--- src/rtl/tlb_pkg.sv ---
package tlb_pkg;
  localparam int unsigned DEF_ENTRIES = 32;
  localparam int unsigned DEF_ASID_W  = 8;
  localparam int unsigned DEF_VPN_W   = 22;
  localparam int unsigned DEF_PFN_W   = 22;

  typedef enum logic [1:0] {
    SRC_NONE  = 2'd0,
    SRC_MATCH = 2'd1,
    SRC_FREE  = 2'd2,
    SRC_EVICT = 2'd3
  } fill_src_e;
endpackage

--- src/rtl/tlb_cam.sv ---
module tlb_cam #(
  parameter int unsigned N_ENTRIES = 32,
  parameter int unsigned ASID_W    = 8,
  parameter int unsigned VPN_W     = 22
) (
  input  logic [N_ENTRIES-1:0]             valid_i,
  input  logic [N_ENTRIES-1:0][ASID_W-1:0] asid_i,
  input  logic [N_ENTRIES-1:0][VPN_W-1:0]  vpn_i,
  input  logic [ASID_W-1:0]                key_asid_i,
  input  logic [VPN_W-1:0]                 key_vpn_i,
  output logic [N_ENTRIES-1:0]             match_o
);
  for (genvar g = 0; g < N_ENTRIES; g++) begin : g_cmp
    assign match_o[g] = valid_i[g] && (vpn_i[g] == key_vpn_i) && (asid_i[g] == key_asid_i);
  end
endmodule

--- src/rtl/tlb_victim.sv ---
module tlb_victim
  import tlb_pkg::*;
#(
  parameter int unsigned N_ENTRIES = 32,
  localparam int unsigned IDX_W    = $clog2(N_ENTRIES)
) (
  input  logic                 clk_i,
  input  logic                 rst_ni,
  input  logic                 fill_en_i,
  input  logic [N_ENTRIES-1:0] valid_i,
  input  logic [N_ENTRIES-1:0] fill_match_i,
  output logic [N_ENTRIES-1:0] sel_oh_o
);
  logic [IDX_W-1:0] rr_q;
  logic [IDX_W-1:0] free_idx;
  logic             free_found;
  fill_src_e        src;

  // lowest-numbered invalid entry
  always_comb begin
    free_found = 1'b0;
    free_idx   = '0;
    for (int i = N_ENTRIES - 1; i >= 0; i--) begin
      if (!valid_i[i]) begin
        free_found = 1'b1;
        free_idx   = IDX_W'(i);
      end
    end
  end

  always_comb begin
    sel_oh_o = '0;
    src      = SRC_NONE;
    if (fill_en_i) begin
      if (|fill_match_i) begin
        src      = SRC_MATCH;
        sel_oh_o = fill_match_i;
      end else if (free_found) begin
        src              = SRC_FREE;
        sel_oh_o[free_idx] = 1'b1;
      end else begin
        src          = SRC_EVICT;
        sel_oh_o[rr_q] = 1'b1;
      end
    end
  end

  always_ff @(posedge clk_i or negedge rst_ni) begin
    if (!rst_ni) begin
      rr_q <= '0;
    end else if (src == SRC_EVICT) begin
      rr_q <= (rr_q == IDX_W'(N_ENTRIES - 1)) ? '0 : rr_q + 1'b1;
    end
  end
endmodule

--- src/rtl/tlb_entries.sv ---
module tlb_entries #(
  parameter int unsigned N_ENTRIES = 32,
  parameter int unsigned ASID_W    = 8,
  parameter int unsigned VPN_W     = 22,
  parameter int unsigned PFN_W     = 22
) (
  input  logic                             clk_i,
  input  logic                             rst_ni,
  input  logic [N_ENTRIES-1:0]             we_oh_i,
  input  logic [ASID_W-1:0]                wr_asid_i,
  input  logic [VPN_W-1:0]                 wr_vpn_i,
  input  logic [PFN_W-1:0]                 wr_pfn_i,
  input  logic                             wr_w_i,
  input  logic                             wr_x_i,
  input  logic                             flush_all_i,
  input  logic                             flush_asid_en_i,
  input  logic [ASID_W-1:0]                flush_asid_i,
  output logic [N_ENTRIES-1:0]             valid_o,
  output logic [N_ENTRIES-1:0][ASID_W-1:0] asid_o,
  output logic [N_ENTRIES-1:0][VPN_W-1:0]  vpn_o,
  output logic [N_ENTRIES-1:0][PFN_W-1:0]  pfn_o,
  output logic [N_ENTRIES-1:0]             w_o,
  output logic [N_ENTRIES-1:0]             x_o
);
  logic [N_ENTRIES-1:0] kill;

  always_comb begin
    for (int i = 0; i < N_ENTRIES; i++) begin
      kill[i] = flush_all_i || (flush_asid_en_i && (asid_o[i] == flush_asid_i));
    end
  end

  // a write in the flush cycle survives the flush
  always_ff @(posedge clk_i or negedge rst_ni) begin
    if (!rst_ni) begin
      valid_o <= '0;
      asid_o  <= '0;
      vpn_o   <= '0;
      pfn_o   <= '0;
      w_o     <= '0;
      x_o     <= '0;
    end else begin
      for (int i = 0; i < N_ENTRIES; i++) begin
        if (we_oh_i[i]) begin
          valid_o[i] <= 1'b1;
          asid_o[i]  <= wr_asid_i;
          vpn_o[i]   <= wr_vpn_i;
          pfn_o[i]   <= wr_pfn_i;
          w_o[i]     <= wr_w_i;
          x_o[i]     <= wr_x_i;
        end else if (kill[i]) begin
          valid_o[i] <= 1'b0;
        end
      end
    end
  end
endmodule

--- src/rtl/asid_tlb.sv ---
module asid_tlb
  import tlb_pkg::*;
#(
  parameter int unsigned N_ENTRIES = DEF_ENTRIES,
  parameter int unsigned ASID_W    = DEF_ASID_W,
  parameter int unsigned VPN_W     = DEF_VPN_W,
  parameter int unsigned PFN_W     = DEF_PFN_W
) (
  input  logic              clk_i,
  input  logic              rst_ni,
  input  logic [VPN_W-1:0]  lk_vpn_i,
  input  logic [ASID_W-1:0] lk_asid_i,
  output logic              lk_hit_o,
  output logic [PFN_W-1:0]  lk_pfn_o,
  output logic              lk_wr_o,
  output logic              lk_xo_o,
  input  logic              fill_en_i,
  input  logic [VPN_W-1:0]  fill_vpn_i,
  input  logic [ASID_W-1:0] fill_asid_i,
  input  logic [PFN_W-1:0]  fill_pfn_i,
  input  logic              fill_wr_i,
  input  logic              fill_xo_i,
  input  logic              flush_all_i,
  input  logic              flush_asid_en_i,
  input  logic [ASID_W-1:0] flush_asid_i
);
  logic [N_ENTRIES-1:0]             valid;
  logic [N_ENTRIES-1:0][ASID_W-1:0] asid;
  logic [N_ENTRIES-1:0][VPN_W-1:0]  vpn;
  logic [N_ENTRIES-1:0][PFN_W-1:0]  pfn;
  logic [N_ENTRIES-1:0]             perm_w;
  logic [N_ENTRIES-1:0]             perm_x;
  logic [N_ENTRIES-1:0]             lk_match;
  logic [N_ENTRIES-1:0]             fill_match;
  logic [N_ENTRIES-1:0]             we_oh;

  tlb_entries #(
    .N_ENTRIES(N_ENTRIES), .ASID_W(ASID_W), .VPN_W(VPN_W), .PFN_W(PFN_W)
  ) u_entries (
    .clk_i           (clk_i),
    .rst_ni          (rst_ni),
    .we_oh_i         (we_oh),
    .wr_asid_i       (fill_asid_i),
    .wr_vpn_i        (fill_vpn_i),
    .wr_pfn_i        (fill_pfn_i),
    .wr_w_i          (fill_wr_i),
    .wr_x_i          (fill_xo_i),
    .flush_all_i     (flush_all_i),
    .flush_asid_en_i (flush_asid_en_i),
    .flush_asid_i    (flush_asid_i),
    .valid_o         (valid),
    .asid_o          (asid),
    .vpn_o           (vpn),
    .pfn_o           (pfn),
    .w_o             (perm_w),
    .x_o             (perm_x)
  );

  tlb_cam #(.N_ENTRIES(N_ENTRIES), .ASID_W(ASID_W), .VPN_W(VPN_W)) u_lk_cam (
    .valid_i    (valid),
    .asid_i     (asid),
    .vpn_i      (vpn),
    .key_asid_i (lk_asid_i),
    .key_vpn_i  (lk_vpn_i),
    .match_o    (lk_match)
  );

  tlb_cam #(.N_ENTRIES(N_ENTRIES), .ASID_W(ASID_W), .VPN_W(VPN_W)) u_fill_cam (
    .valid_i    (valid),
    .asid_i     (asid),
    .vpn_i      (vpn),
    .key_asid_i (fill_asid_i),
    .key_vpn_i  (fill_vpn_i),
    .match_o    (fill_match)
  );

  tlb_victim #(.N_ENTRIES(N_ENTRIES)) u_victim (
    .clk_i        (clk_i),
    .rst_ni       (rst_ni),
    .fill_en_i    (fill_en_i),
    .valid_i      (valid),
    .fill_match_i (fill_match),
    .sel_oh_o     (we_oh)
  );

  // and-or read mux; match vector is one-hot or empty
  always_comb begin
    lk_pfn_o = '0;
    lk_wr_o  = 1'b0;
    lk_xo_o  = 1'b0;
    for (int i = 0; i < N_ENTRIES; i++) begin
      lk_pfn_o = lk_pfn_o | ({PFN_W{lk_match[i]}} & pfn[i]);
      lk_wr_o  = lk_wr_o  | (lk_match[i] & perm_w[i]);
      lk_xo_o  = lk_xo_o  | (lk_match[i] & perm_x[i]);
    end
  end

  assign lk_hit_o = |lk_match;
endmodule

--- config.mk ---
export PLATFORM = sky130hd
export DESIGN_NAME = asid_tlb
export DESIGN_NICKNAME = d
export VERILOG_FILES = /design/src/rtl/tlb_pkg.sv /design/src/rtl/tlb_cam.sv /design/src/rtl/tlb_victim.sv /design/src/rtl/tlb_entries.sv /design/src/rtl/asid_tlb.sv
export SDC_FILE = /design/constraint.sdc
export NUM_CORES = 2
export LEC_CHECK = 0
export BUFFER_PORTS_ARGS = -buffer_cell sky130_fd_sc_hd__buf_2
export CELL_PAD_IN_SITES_DETAIL_PLACEMENT = 0
export CELL_PAD_IN_SITES_GLOBAL_PLACEMENT = 1
export CORE_MARGIN = 2
export CORE_UTILIZATION = 57
export DETAILED_ROUTE_END_ITERATION = 8
export GPL_TIMING_DRIVEN = 1
export PLACE_DENSITY = 0.95
export RECOVER_POWER = 25
export SLEW_MARGIN = 20
export SYNTH_ARGS = -nofsm -noshare
export SYNTH_HDL_FRONTEND = slang
export SYNTH_SLANG_ARGS = --single-unit
export TNS_END_PERCENT = 5
--- constraint.sdc ---
create_clock -name clk_i -period 7.4 [get_ports clk_i]
set_input_delay 0.74 -clock clk_i [delete_from_list [all_inputs] [get_ports clk_i]]
set_output_delay 0.74 -clock clk_i [all_outputs]
set_load 0.02 [all_outputs]
==> flow_summary.toml <==
[synth]
synth_top_area_share = 0.4463
ys_ff_latch = 1765
synth_common_cells = "dfrtp_1, xnor2_1, mux2_2, nand4_1, xor2_1"
synth_top_cells_by_area = "dfrtp_1, xnor2_1, mux2_2, nand4_1, xor2_1"
syn-cell-area_mm2 = 0.09896
yosysMostFrequentCell = "dfrtp_1"
synth.largest_area_cell = "dfrtp_1"
async_flop_share = 1.000
avgSynthCellArea_um2 = 11.77
synth_seq_area_share = 0.4463
synth_edf_count = 0
synth_cells = 8405
yosys_warnings = 0
synth_fp_nets = 8507
synth.distinct_cells = 74
synthFlopType = "dfrtp_1"

[min_path]
min_from = "fill_asid_i[1]"
hold_path_class = "input pin to register"
hold_depth = 2

[critical_path]
startpoint = "rst_ni"
rr_startpoint = "u_entries.vpn_o[203]$_DFFE_PN0P_"
cp.depth = 4
crit_buf_inv = 4
reg2reg_depth = 12
critPathArrivalTime_ps = 6740
slowest_delay_ps = 2280
critical_path_class = "input pin to async pin"
worstPathMaxFanout = 157
crit_family = "buffers and inverters"
critPathCaptureType = "async pin"
crit_required_ps = 8410
cp_slowest_cell = "clkbuf_2"
crit_path_start_kind = "input pin"
crit_chain = "dlygate4sd3_1, clkbuf_2, clkbuf_4, buf_4"

[clocking]
cts_resized = 0
ctsRootBufferMaster = "clkbuf_16"
cts_buffers = 183
tritoncts = "done"
cts_sinks = 1765
post-cts-setup-buffers = 0
clockBufferDepth = 3
clock_latency_ps = 890
path_clk_slew_ps = 60
htreeDepth = 4

[sta]
hold_viol = 0
fin_skew_ps = 65.38
worst_slew_pin_slew_ps = 3637
fin_crit_sh = 0.7745
tns_ps = 0
max_freq_ghz = 0.1745
setup_viol = 0
slew_headroom = -1.424
rsz0062_at_grt = "false"
finalMaxSlewViolations = 543
period_needed_ps = 5731

[power_and_ir_drop]
p_per_area_mw_per_mm2 = 226.6
p_leak_nw = 45.22
vdd_drop_max_mv = 0.2332

[global_routing]
grt_pass1_vias = 76920
grt_max_degree = 177
track_usage = 0.4322
grt_overflow = 0
antenna_found_initial = 10
grt_pass1_wl_um = 549600

[placed_design]
dp_hpwl_um = 230700
placed_area_mm2 = 0.1018
finalWeightedCongestion = 1.045
port_buffers = 121

[status]
status = "finished with violations"
violations = "capacitance limit, slew limit"

[floorplanning]
dieArea_mm2 = 0.1770
die_w_um = 420.7
rows = 152
core_area_mm2 = 0.1721
die-height_um = 420.7
pin_count = 122
start_util = 0.5749

[routing]
vias = 76670
first_pass_iters = 9
drc_errors = 0
wl_per_cell_um = 36.03
wirelength_um = 384800
drt-initial-drc-count = 10680
ant_nets = 0
vias_per_cell = 7.178

[flow_run]
cap_violations = 7

[cells_and_area]
fin_area_mm2 = 0.1081
fillers = 13090
nets = 8326
area.growth.synth_to_final_pct = 9.206
drive_above_1_share = 0.2451
## per-layer routing
| metal | vias to the layer above | wire (um) | GRT usage |
|---|---|---|---|
| met3 | 1968 | 48640 | 0.1241 |
| li1 | 29930 | - | - |
| met1 | 38740 | 137600 | 0.5422 |
| met4 | 4 | 35050 | 0.3219 |
| met5 | - | 34 | 0 |
| met2 | 6029 | 163500 | 0.6345 |
## placed cells by master, fill, tap and decap left out, drive strengths merged, types with 106 or more instances in the layout
cell     Yosys  final
a221oi     106    106
a22oi      200    200
buf        413    347
clkbuf     310    273
dfrtp     1765   1765
mux2      1573   1573
nand2      157    157
nand3      181    181
nand4      692    692
nor4       270    270
o2bb2ai    146    146
xnor2     1691   1691
xor2       485    485
## sequential cells by signal, indices dropped and copies added, names as in the netlist
signal             cells
u_entries.w_o         32
u_entries.vpn_o      704
u_entries.valid_o     32
u_entries.asid_o     256
u_victim.rr_q          5
u_entries.pfn_o      704
u_entries.x_o         32
## repair_timing
action                                 CTS  global route
hold buffers                             1             0
endpoints found under the hold margin  111             0
setup endpoints to repair                0             0
## report_power, final
group          total (mW)  switching [mW]  internal [mW]
Clock                9.77            4.19           5.58
Combinational        3.66            2.13           1.53
Sequential           11.1           0.744           10.3
## final timing paths
check                      slack, ps                               end
max                             1670     u_entries.x_o[23]$_DFFE_PN0P_
min                              210  u_entries.asid_o[41]$_DFFE_PN0P_
max reg2reg                     2390  u_entries.pfn_o[626]$_DFFE_PN0P_
min reg2reg                      490  u_entries.pfn_o[660]$_DFFE_PN0P_
max in group clk_i              1680                      lk_pfn_o[14]
min in group asynchronous       1540  u_entries.vpn_o[481]$_DFFE_PN0P_
## final cells by class
class / instances / area, um2 / share of cell area
clock inverter: 64 / 939.7 / 0.008695
timing repair buffer: 357 / 3231 / 0.02989
inverter: 19 / 71.32 / 0.0006600
antenna: 4 / 10.01 / 0.00009262
tap: 2310 / 2890 / 0.02675
multi-input combinational: 5898 / 51390 / 0.4755
sequential: 1765 / 44170 / 0.4087
clock buffer: 264 / 5369 / 0.04968
## stage by stage
step / setup WS (ps) / instances / utilization / hold WS [ps] / power (mW)
finish: 1669 / 10680 / 0.6279 / 207.4 / 24.49
global route: 914.2 / 10680 / 0.6278 / 196.2 / 25.13
floorplan: 2925 / 8405 / - / 444.4 / 13.39
global placement: 1660 / 10350 / 0.5914 / 467.1 / 14.63
detailed placement: 1576 / 10350 / 0.5914 / 474.1 / 14.73
CTS: 1925 / 10680 / 0.6281 / 165.6 / 24.38
## cells by family (layout without fill, tap and decap cells)
logic type	count (synthesis)	in the layout	share of synthesized area
buffers and inverters	742	704	0.03758
adders and majority gates	5	5	0.0006322
AOI/OAI and AO/OA	668	668	0.05657
other	0	4	0
and+or+nand+nor	1476	1476	0.08729
xor gates and xnor gates	2176	2176	0.1926
DFF	1765	1765	0.4463
muxes	1573	1573	0.1790
Note: power is estimated with default switching activity, not from simulation.
